**src/rtl/cpu_status_pkg.sv**
```systemverilog
package cpu_status_pkg;

    // Field widths of the status word
    localparam int FLAG_W = 8;
    localparam int PRIO_W = 3;
    localparam int ALU_W  = 4;
    localparam int STAT_W = FLAG_W + PRIO_W;

    // Flag bit positions (decoded by neighbouring logic)
    localparam int B_C = 0;
    localparam int B_Z = 1;
    localparam int B_I = 2;
    localparam int B_D = 3;
    localparam int B_X = 4;
    localparam int B_M = 5;
    localparam int B_V = 6;
    localparam int B_N = 7;

    typedef struct packed {
        logic neg;
        logic ovf;
        logic dat_narrow;
        logic idx_narrow;
        logic dec_mode;
        logic irq_mask;
        logic zero;
        logic carry;
    } flags_t;

    typedef struct packed {
        logic [PRIO_W-1:0] prio;
        flags_t            flags;
    } status_t;

    // Only interrupt disable comes up set
    localparam flags_t FLAGS_RST = '{neg: 1'b0, ovf: 1'b0, dat_narrow: 1'b0,
                                     idx_narrow: 1'b0, dec_mode: 1'b0,
                                     irq_mask: 1'b1, zero: 1'b0, carry: 1'b0};

    // Flag position written by each arithmetic-unit enable bit
    function automatic int alu_pos(input int idx);
        case (idx)
            0:       return B_C;
            1:       return B_Z;
            2:       return B_V;
            default: return B_N;
        endcase
    endfunction

    // One-hot vector for a single flag command
    function automatic logic [FLAG_W-1:0] one_flag(input logic en, input int pos);
        logic [FLAG_W-1:0] v;
        v      = '0;
        v[pos] = en;
        return v;
    endfunction

endpackage

```
**src/rtl/status_alu_merge.sv**
```systemverilog
module status_alu_merge
    import cpu_status_pkg::*;
(
    input  logic [FLAG_W-1:0] cur_i,
    input  logic [ALU_W-1:0]  we_i,
    input  logic [ALU_W-1:0]  res_i,
    output logic [FLAG_W-1:0] merged_o
);
    // Mark, per flag bit, whether an ALU lane writes it and with what value
    logic [FLAG_W-1:0] hit;
    logic [FLAG_W-1:0] val;

    always_comb begin
        hit = '0;
        val = '0;
        for (int i = 0; i < ALU_W; i++) begin
            hit[alu_pos(i)] = we_i[i];
            val[alu_pos(i)] = res_i[i];
        end
    end

    generate
        for (genvar b = 0; b < FLAG_W; b++) begin : g_bit
            assign merged_o[b] = hit[b] ? val[b] : cur_i[b];
        end
    endgenerate

endmodule

```
**src/rtl/status_cmd_apply.sv**
```systemverilog
module status_cmd_apply
    import cpu_status_pkg::*;
(
    input  logic [FLAG_W-1:0] base_i,
    input  logic [FLAG_W-1:0] set_mask_i,
    input  logic [FLAG_W-1:0] clr_mask_i,
    input  logic              carry_set_i,
    input  logic              carry_clr_i,
    input  logic              imask_set_i,
    input  logic              imask_clr_i,
    input  logic              irq_ack_i,
    output logic [FLAG_W-1:0] next_o
);
    logic [FLAG_W-1:0] set_all;
    logic [FLAG_W-1:0] clr_all;
    logic [FLAG_W-1:0] force_on;

    assign set_all  = set_mask_i | one_flag(carry_set_i, B_C) | one_flag(imask_set_i, B_I);
    assign clr_all  = clr_mask_i | one_flag(carry_clr_i, B_C) | one_flag(imask_clr_i, B_I);
    assign force_on = one_flag(irq_ack_i, B_I);

    // clear first, then set, then interrupt forcing on top
    assign next_o = ((base_i & ~clr_all) | set_all) | force_on;

endmodule

```
**src/rtl/status_read_view.sv**
```systemverilog
module status_read_view
    import cpu_status_pkg::*;
#(
    parameter int VIEW_W = 16
) (
    input  status_t           st_i,
    output logic [VIEW_W-1:0] rd_o
);
    generate
        if (VIEW_W > STAT_W) begin : g_pad
            assign rd_o = {{(VIEW_W - STAT_W){1'b0}}, st_i};
        end else begin : g_cut
            assign rd_o = st_i[VIEW_W-1:0];
        end
    endgenerate

endmodule

```
**src/rtl/cpu_status_word.sv**
```systemverilog
module cpu_status_word
    import cpu_status_pkg::*;
#(
    parameter int VIEW_W = 16
) (
    input  logic              clk,
    input  logic              rst,
    input  logic [3:0]        alu_we_i,
    input  logic [3:0]        alu_res_i,
    input  logic [7:0]        set_mask_i,
    input  logic [7:0]        clr_mask_i,
    input  logic              carry_set_i,
    input  logic              carry_clr_i,
    input  logic              imask_set_i,
    input  logic              imask_clr_i,
    input  logic              irq_ack_i,
    input  logic              prio_load_i,
    input  logic [2:0]        prio_i,
    output logic [VIEW_W-1:0] rd_data_o,
    output logic              carry_o,
    output logic              zero_o,
    output logic              imask_o,
    output logic              dec_o,
    output logic              idx8_o,
    output logic              dat8_o,
    output logic              ovf_o,
    output logic              neg_o,
    output logic [2:0]        prio_o
);
    status_t           state_q;
    logic [FLAG_W-1:0] alu_merged;
    logic [FLAG_W-1:0] flags_next;

    // ALU update first; explicit commands applied over it
    status_alu_merge u_alu (
        .cur_i    (state_q.flags),
        .we_i     (alu_we_i),
        .res_i    (alu_res_i),
        .merged_o (alu_merged)
    );

    status_cmd_apply u_cmd (
        .base_i      (alu_merged),
        .set_mask_i  (set_mask_i),
        .clr_mask_i  (clr_mask_i),
        .carry_set_i (carry_set_i),
        .carry_clr_i (carry_clr_i),
        .imask_set_i (imask_set_i),
        .imask_clr_i (imask_clr_i),
        .irq_ack_i   (irq_ack_i),
        .next_o      (flags_next)
    );

    always_ff @(posedge clk) begin
        if (rst) begin
            state_q.flags <= FLAGS_RST;
            state_q.prio  <= '0;
        end else begin
            state_q.flags <= flags_t'(flags_next);
            if (prio_load_i) begin
                state_q.prio <= prio_i;
            end
        end
    end

    status_read_view #(.VIEW_W(VIEW_W)) u_view (
        .st_i (state_q),
        .rd_o (rd_data_o)
    );

    assign carry_o = state_q.flags.carry;
    assign zero_o  = state_q.flags.zero;
    assign imask_o = state_q.flags.irq_mask;
    assign dec_o   = state_q.flags.dec_mode;
    assign idx8_o  = state_q.flags.idx_narrow;
    assign dat8_o  = state_q.flags.dat_narrow;
    assign ovf_o   = state_q.flags.ovf;
    assign neg_o   = state_q.flags.neg;
    assign prio_o  = state_q.prio;

endmodule

```
**config.mk**
```make
export PLATFORM = sky130hd
export DESIGN_NAME = cpu_status_word
export DESIGN_NICKNAME = d
export VERILOG_FILES = /design/src/rtl/cpu_status_pkg.sv /design/src/rtl/status_alu_merge.sv /design/src/rtl/status_cmd_apply.sv /design/src/rtl/status_read_view.sv /design/src/rtl/cpu_status_word.sv
export SDC_FILE = /design/constraint.sdc
export NUM_CORES = 1
export LEC_CHECK = 0
export ABC_AREA = 1
export BUFFER_PORTS_ARGS = -buffer_cell sky130_fd_sc_hd__buf_2
export CAP_MARGIN = 20
export CORE_ASPECT_RATIO = 0.9
export CORE_MARGIN = 3
export CORE_UTILIZATION = 38
export CTS_BUF_LIST = sky130_fd_sc_hd__clkbuf_8
export CTS_CLUSTER_DIAMETER = 60
export DETAILED_ROUTE_END_ITERATION = 10
export PLACE_DENSITY = 0.85
export SYNTH_ARGS = -nofsm -noshare
export SYNTH_HDL_FRONTEND = slang
export SYNTH_SLANG_ARGS = --single-unit
```
**constraint.sdc**
```tcl
create_clock -name clk -period 1.26 [get_ports clk]
set_input_delay 0.252 -clock clk [delete_from_list [all_inputs] [get_ports clk]]
set_output_delay 0.252 -clock clk [all_outputs]
set_load 0.01 [all_outputs]
```
; Yosys cells after proc, flatten, opt, wreduce, memory -nomap -nowiden
; Index checks and enable logic that the tools add are counted.
; W data, S select, Z words.
[totals]
elab_cells = 21
out_inout_bits = 27
register_bits = 11
[op_classes]
mux = 4
bitwise_logic = 8
[op_table]
columns = op, n
row1 = $or A8 B3 Y8, 3
row2 = $or A8 B1 Y8, 2
row3 = $and A8 B8 Y8, 1
row4 = $not A8 Y8, 1
row5 = $or A8 B8 Y8, 1
row6 = $mux W1, 4

; Longest topological paths before layout
; Gate-level depths: netlist of the first run.
[logic_depth]
ltp_word = 6
ltp_mapped = 4
mapped_depth_nobuf = 4

; Modules after synthesis
; Synthesis of the first run repeated with hierarchy kept, for this count alone.
[hier_totals]
cells_unflattened = 103
area_unflattened_um2 = 675.6
[modules_own_cells]
columns = module, seq_area_each_um2, cells_per_inst, instances, area_each_um2
row1 = cpu_status_word, 220.2, 43, 1, 350.3
row2 = status_read_view, 0.0, 17, 1, 123.9
row3 = status_cmd_apply, 0.0, 23, 1, 111.4
row4 = status_alu_merge, 0.0, 20, 1, 90.1

; Worst setup path before layout of the first run
; Ideal clock, no wire load.
[synth_timing]
kind = reg-to-output
from = register state_q (netlist bit carry_o)
to = output port rd_data_o[0]
path_stages_with_launch = 2
setup_slack_ns = 0.494
required_time_ns = 1.008
t_arrival_ns = 0.514
cell_sequence = dfxtp_1 > buf_4
[synth_lines]
columns = item, line
row1 = from (decl), cpu_status_word.sv:30  ; status_t state_q;
row2 = to (decl), cpu_status_word.sv:19  ; output logic [VIEW_W-1:0] rd_data_o,
; No word-level cell between the ends.

; Worst setup path after layout of the first run
[layout_timing]
from = register state_q (netlist bit idx8_o)
to = output port rd_data_o[4]
; No word-level cell between the ends.

==> flow_metrics.tcl, run 1 <==
set metrics [dict create \
    status "finished clean" \
    cts_setup_buffers 0 \
    critPathLaunch "idx8_o" \
    synth_area_sq_um 606 \
    drv_cap 0 \
    clk_pin_slew_worst_paths_ps 50 \
    r2r_start "neg_o" \
    synthCells 90 \
    crit_slowest_cell "dfxtp_1" \
    grt_overflow 0 \
    gp_congestion 0.651 \
    required_ps 1010 \
    finalCritPeriodShare_pct 77.8 \
    cts-buffers-inserted 3 \
    io_pins 62 \
    cts_max_level 1 \
    cpPeakStageDelay_ps 350 \
    clock_path_buffers 2 \
    path_cells "buf_2" \
    die_y_um 43.9 \
    grt_setup_unrepaired "false" \
    finClkSkew_ps 0 \
    syn_to_final_growth_pct 39.0 \
    grt_pass1_wl_mm 1.93 \
    tritoncts "built" \
    start_util_pct 40.9 \
    ys_seq_area_share_pct 36.4 \
    grt_pass1_vias 545 \
    rrSetupSlack_ps 530 \
    period_needed_ps 981 \
    path_depth 1 \
    cp-endpoint "rd_data_o[4]" \
    firstDrtPassIters 4 \
    dp_slack_ps 517 \
    r2r_cells 4 \
    finalHoldViolCount 0 \
    dp_hpwl_mm 1.16 \
    antennaDiodeCount 0 \
    avgRoutedWirePerCell_um 8.44 \
    synth_cell_types 12 \
    yosys_warnings 0 \
    cts_resized 0 \
    final_cell_mix "buf_2, inv_1, nor2_1" \
    hold_class "primary input to flip-flop" \
    crit_arrival_ps 730 \
    grt_max_degree 10 \
    cp_top_family "flip-flops" \
    critPathMaxFanout 3 \
    power.density_nw_per_um2 1070 \
    total_leakage_power_nw 0.544 \
    gr-usage-all-layers_pct 13.0 \
    finalWorstSetupSlack_ps 279 \
    vias 608 \
    start_kind "flip-flop" \
    end_kind "output pin" \
    dieArea_sq_um 2110 \
    cts.sinks 11 \
    slew_viol_final 0 \
    die-width_um 48.1 \
    drive_above_1_share_pct 43.8 \
    drt_iter0_drc 6 \
    ir_drop_mv 0.751 \
    finalNetCount 173 \
    r2r_end "neg_o" \
    port_buffers 56 \
    ctsHoldBuffers 0 \
    nFillCells 143 \
    path_buf_inv 1 \
    post-route-drc-count 0 \
    synth_seq_cells 11 \
    clkLatencyLatePin_ps 230 \
    final_common_cell "buf_2" \
    num_rows 13 \
    setup-tns-final_ps 0 \
    grt_antenna_before_repair 0 \
    finalSetupViolations 0 \
    routed_wl_mm 1.34 \
    ctsRootBufferMaster "clkbuf_8" \
    vias_per_cell 3.82 \
    max_freq_ghz 1.02 \
    ant_nets 0 \
    core_sq_um 1480 \
    critPathKind "flip-flop to output pin" \
    avgSynthCellArea_sq_um 6.73 \
]
==> metal layers <==
metal / vias to the layer above / part of all wire [%] / global-route usage (%)
met5: - / 0 / 0
met4: 0 / 0.60 / 5.91
met3: 2 / 12 / 4.98
met2: 36 / 51 / 23.2
met1: 238 / 36 / 12.6
li1: 332 / - / -
==> state kept, by name, summed over array words and instances, names as in the netlist <==
register,flops
carry_o,1
dat8_o,1
dec_o,1
idx8_o,1
imask_o,1
neg_o,1
ovf_o,1
prio_o,3
zero_o,1
==> layout make-up <==
cell class                      count  area (sq um)  area share, %
Tap cell                           22          27.5           3.27
Clock inverter                      1          3.75          0.446
Multi-Input combinational cell     43           180           21.4
Timing Repair Buffer               56           280           33.3
Inverter                           23          88.8           10.5
Sequential cell                    11           220           26.2
Clock buffer                        3          41.3           4.90
==> worst register-to-register path: cells and delay by family, from the launching register on <==
kind | cells | cell delay (ps)
simple gates | 2 | 120
compound gates | 1 | 130
flops | 1 | 340
buf+inv | 1 | 60
==> synth_stat cells, drive strengths merged <==
| master | number | area, sq um |
|---|---|---|
| nand3 | 5 | 25.0 |
| o21ai | 3 | 15.0 |
| nand2 | 9 | 33.8 |
| a21oi | 7 | 35.0 |
| clkinv | 4 | 15.0 |
| nor2 | 14 | 52.6 |
| dfxtp | 11 | 220 |
| conb | 1 | 3.75 |
| buf | 17 | 131 |
| inv | 19 | 73.8 |
==> where the power goes <==
part | leakage (nW) | internal, W | switching (W)
sequential | 0.0918 | 0.000372 | 0.0000154
combinational | 0.425 | 0.0000893 | 0.0000933
clock | 0.0269 | 0.000213 | 0.000118
==> metrics by stage <==
stage	instance area, sq um	util, %	instances	hold slack [ps]	power (W)
after floorplan	621	-	94	361	0.000519
after global placement	797	53.8	155	448	0.000572
after detailed placement	797	53.8	155	456	0.000579
after CTS	842	56.9	159	221	0.000915
after global routing	842	56.9	159	239	0.000961
final	842	56.9	159	223	0.000900
==> cells by family after synthesis <==
| logic type | after synthesis | share of synthesized area (%) |
|---|---|---|
| buffers and inverters | 40 | 36.4 |
| other | 1 | 0.619 |
| AND/OR/NAND/NOR | 28 | 18.4 |
| AO/OA/AOI/OAI | 10 | 8.26 |
| flip-flops | 11 | 36.4 |
==> worst min-delay path by stage <==
stage | startpoint | endpoint | cells after the start
final | irq_ack_i | imask_o | 3
after detailed placement | irq_ack_i | imask_o | 3
after global routing | irq_ack_i | imask_o | 3
after global placement | irq_ack_i | imask_o | 3
after floorplan | irq_ack_i | imask_o | 2
after CTS | irq_ack_i | imask_o | 3
No activity file was read; power rests on OpenSTA's default activity.
==> run 2, diff against run 1 <==
- CORE_UTILIZATION: 38 -> 36
- PLACE_DENSITY: 0.85 -> 0.82
- clock period: 1.26 -> 0.93 ns (I/O delays scaled with it)
==> run 2 against run 1 <==
Net effect:
- clock skew is the same
- final cell count unchanged
- cell area rose by 1.0%
- largest power group unchanged
==> flow_metrics.tcl, run 2 (synthesized netlist as in run 1, its figures left out) <==
set metrics [dict create \
    largest_reg_flops 3 \
    critPathLaunch "ovf_o" \
    clock_path_buffers 2 \
    hold_end "imask_o" \
    finalHoldViolCount 0 \
    ctsHoldBuffers 0 \
    io_pins 62 \
    status "finished clean" \
    cts.sinks 11 \
    cpPeakStageDelay_ps 350 \
    grt_antenna_before_repair 0 \
    avgRoutedWirePerCell_um 8.58 \
    hold_depth 3 \
    grt_pass1_wl_mm 2.10 \
    seqPwrFrac_pct 43.1 \
    final_util_pct 56.2 \
    final_cell_mix "buf_2, inv_1, nor2_1" \
    ir_drop_mv 0.913 \
    cts_setup_buffers 0 \
    gr-usage-all-layers_pct 12.5 \
    combPwrFrac_pct 20.2 \
    grt_max_degree 10 \
    critPathKind "flip-flop to output pin" \
    p_int_w 0.000917 \
    stdcell_area_sq_um 851 \
    start_kind "flip-flop" \
    setup-tns-final_ps 0 \
    nFillCells 152 \
    routed_wl_mm 1.37 \
    cts_max_level 1 \
    tritoncts "built" \
    required_ps 740 \
    hold_start "irq_ack_i" \
    hold_class "primary input to flip-flop" \
    p_switching_w 0.000309 \
    p_sw_share_pct 25.2 \
    fin_cells 159 \
    path_cells "buf_2" \
    start_util_pct 40.0 \
    multi_input_area_sq_um 180 \
    post-route-drc-count 0 \
    core_sq_um 1510 \
    slew_viol_final 0 \
    ctsRootBufferMaster "clkbuf_8" \
    crit_arrival_ps 710 \
    syn_to_final_growth_pct 40.5 \
    r2r_end "ovf_o" \
    regArea_sq_um 229 \
    critPathMaxFanout 3 \
    drive_above_1_share_pct 48.9 \
    end_kind "output pin" \
    ant_nets 0 \
    period_needed_ps 900 \
    cts-buffers-inserted 3 \
    path_buf_inv 1 \
    drv_cap 0 \
    pwr-share-clk_pct 36.7 \
    grt_setup_unrepaired "false" \
    num_rows 13 \
    power.density_nw_per_um2 1440 \
    port_buffers 56 \
    crit_slowest_cell "dfxtp_1" \
    die_y_um 44.9 \
    placedCellCount 155 \
    dpl_cell_area_sq_um 797 \
    max_freq_ghz 1.11 \
    die-width_um 49.2 \
    clkLatencyLatePin_ps 230 \
    final_common_cell "buf_2" \
    finalWorstSetupSlack_ps 30.3 \
    dp_slack_ps 218 \
    dieArea_sq_um 2210 \
    vias_per_cell 3.96 \
    total_leakage_power_nw 0.545 \
    gp_congestion 0.676 \
    antennaDiodeCount 0 \
    grt_pass1_vias 539 \
    firstDrtPassIters 2 \
    grt_overflow 0 \
    clk_pin_slew_worst_paths_ps 50 \
    finalNetCount 173 \
    drt_iter0_drc 5 \
    dp_hpwl_mm 1.19 \
    finalCritPeriodShare_pct 96.7 \
    vias 629 \
    r2r_start "ovf_o" \
    finClkSkew_ps 0 \
    finalSetupViolations 0 \
    rrSetupSlack_ps 210 \
    cp_top_family "flip-flops" \
    r2r_cells 4 \
]
==> run 2: layer usage <==
layer / up-vias / GRT usage, % / wire length, um / part of all wire (%)
met3: 2 / 4.29 / 163 / 12
met2: 33 / 22.2 / 709 / 52
met5: - / 0 / 0 / 0
li1: 333 / - / - / -
met4: 0 / 6.82 / 14 / 1.0
met1: 261 / 13.4 / 477 / 35
==> run 2: cell type report <==
class | count | area share (%)
Clock buffer | 3 | 4.85
Clock inverter | 1 | 0.441
Inverter | 23 | 10.4
Multi-Input combinational cell | 43 | 21.2
Sequential cell | 11 | 26.9
Tap cell | 22 | 3.24
Timing Repair Buffer | 56 | 32.9
==> run 2: timing repair <==
action | CTS | global route
endpoints found under the setup margin | 0 | 13
resized for setup | 0 | 7
hold endpoints to repair | 0 | 0
==> run 2: worst max path at each step <==
stage | slack [ps] | to | cells after the start
2_1_floorplan | 210 | carry_o | 4
3_3_place_gp | 240 | prio_o[1] | 4
3_5_place_dp | 220 | ovf_o | 4
4_1_cts | 10 | rd_data_o[5] | 1
5_1_grt | 3 | ovf_o | 1
6_report | 30 | ovf_o | 1
==> run 2: worst reg2reg max path, cell delays in order, from the launching register on <==
cell,delay (ps)
dfxtp_1,350
clkinv_1,80
nand2_1,60
nand3_1,60
a21oi_1,110
==> run 2: through the flow <==
step / total power, W / hold WS, ps
after global placement: 0.000775 / 383
final: 0.00123 / 154
after floorplan: 0.000703 / 295
after global routing: 0.00131 / 166
after CTS: 0.00124 / 156
after detailed placement: 0.000784 / 397
==> run 2: power groups by stage <==
stage	Sequential (W)	Clock [W]	Combinational [W]
2_1_floorplan	0.000549	0	0.000154
3_3_place_gp	0.000531	0	0.000244
3_5_place_dp	0.000534	0	0.000251
4_1_cts	0.000524	0.000467	0.000251
5_1_grt	0.000532	0.000499	0.000276
6_report	0.000528	0.000450	0.000248
==> run 3, diff against run 2 <==
- CELL_PAD_IN_SITES_DETAIL_PLACEMENT: unset -> 1
- CELL_PAD_IN_SITES_GLOBAL_PLACEMENT: unset -> 1
- CORE_UTILIZATION: 36 -> 22
- PLACE_DENSITY: 0.82 -> 0.81
- SLEW_MARGIN: unset -> 20
==> run 3 against run 2 <==
Net effect:
- core utilization decreased by 22 points
- critical path type unchanged
- hold slack got worse by 0.55 ps
- largest power group unchanged
- highest routed layer unchanged
- cell area increased by 2.8%
- critical endpoint is now rd_data_o[2]
==> flow_metrics.tcl, run 3 (synthesized netlist as in run 1, its figures left out) <==
set metrics [dict create \
    finalWorstSetupSlack_ps 37.0 \
    finalSetupViolations 0 \
    end_kind "output pin" \
    ant_nets 0 \
    syn_to_final_growth_pct 44.4 \
    cts-buffers-inserted 3 \
    final_common_cell "buf_2" \
    grt_antenna_before_repair 0 \
    finalNetCount 173 \
    critPathKind "flip-flop to output pin" \
    ctsRootBufferMaster "clkbuf_8" \
    start_util_pct 23.9 \
    clkLatencyLatePin_ps 230 \
    io_pins 62 \
    grt_overflow 0 \
    grt_pass1_wl_mm 2.45 \
    dpl_cell_area_sq_um 805 \
    dieArea_sq_um 3420 \
    cpPeakStageDelay_ps 330 \
    cts.sinks 11 \
    drv_cap 0 \
    tritoncts "built" \
    max_freq_ghz 1.12 \
    dp_slack_ps 210 \
    clock_path_buffers 2 \
    period_needed_ps 893 \
    finalCritPeriodShare_pct 96.0 \
    critPathMaxFanout 3 \
    hold_class "primary input to flip-flop" \
    vias_per_cell 4.00 \
    num_rows 17 \
    finalHoldViolCount 0 \
    gp_congestion 0.623 \
    routed_wl_mm 1.73 \
    dp_hpwl_mm 1.52 \
    port_buffers 56 \
    antennaDiodeCount 0 \
    power.density_nw_per_um2 1430 \
    avgRoutedWirePerCell_um 10.5 \
    final_util_pct 34.6 \
    slew_viol_final 0 \
    cp_top_family "flip-flops" \
    largest_reg_flops 3 \
    final_cell_mix "buf_2, inv_1, nor2_1" \
    nFillCells 352 \
    stdcell_area_sq_um 875 \
    finClkSkew_ps 0 \
    die-width_um 61.3 \
    firstDrtPassIters 4 \
    total_leakage_power_nw 0.549 \
    crit_slowest_cell "dfxtp_1" \
    vias 660 \
    clk_pin_slew_worst_paths_ps 50 \
    grt_pass1_vias 632 \
    core_sq_um 2530 \
    drive_above_1_share_pct 51.1 \
    grt_setup_unrepaired "false" \
    setup-tns-final_ps 0 \
    path_buf_inv 1 \
    crit_arrival_ps 710 \
    post-route-drc-count 0 \
    cts_max_level 1 \
    start_kind "flip-flop" \
    path_cells "buf_2" \
    required_ps 740 \
    die_y_um 55.8 \
    power_w 0.00125 \
    gr-usage-all-layers_pct 9.82 \
    status "finished clean" \
    ir_drop_mv 0.989 \
    drt_iter0_drc 13 \
    grt_max_degree 10 \
]
==> run 3: power by group <==
part / internal (W) / leakage [nW] / switching [W]
Sequential: 0.000510 / 0.0940 / 0.0000213
Combinational: 0.000128 / 0.428 / 0.000133
Clock: 0.000289 / 0.0269 / 0.000171
Total: 0.000927 / 0.549 / 0.000325
==> run 3: path summary, 6_finish.rpt <==
| path | from | to | slack (ps) | depth (start not counted) |
|---|---|---|---|---|
| min reg2reg | imask_o | imask_o | 480 | 2 |
| min | irq_ack_i | imask_o | 150 | 3 |
| max | imask_o | rd_data_o[2] | 40 | 1 |
| max reg2reg | ovf_o | ovf_o | 230 | 4 |
==> run 3: layout make-up <==
class / count / area (sq um) / area share (%)
clock buffer: 3 / 41.3 / 4.72
tap: 28 / 35.0 / 4.01
sequential: 11 / 233 / 26.6
timing repair buffer: 56 / 293 / 33.5
inverter: 23 / 88.8 / 10.2
clock inverter: 1 / 3.75 / 0.429
multi-input combinational: 43 / 180 / 20.6
==> run 3: per-layer routing <==
layer	global-route usage [%]	wire length, um	up-vias
met5	0	0	-
met4	3.41	19	0
met3	5.57	227	2
met2	18.6	875	45
met1	7.94	603	277
li1	-	-	336
==> run 3: what timing repair did <==
action | CTS | global route
endpoints found under the setup margin | 1 | 18
gates resized for setup | 1 | 11
hold buffers | 0 | 0
setup buffers | 0 | 0
==> run 3: per-stage QoR <==
stage               instances  hold WS [ps]
global placement          161           383
finish                    165           153
CTS                       165           145
detailed placement        161           397
floorplan                  94           295
global route              165           158
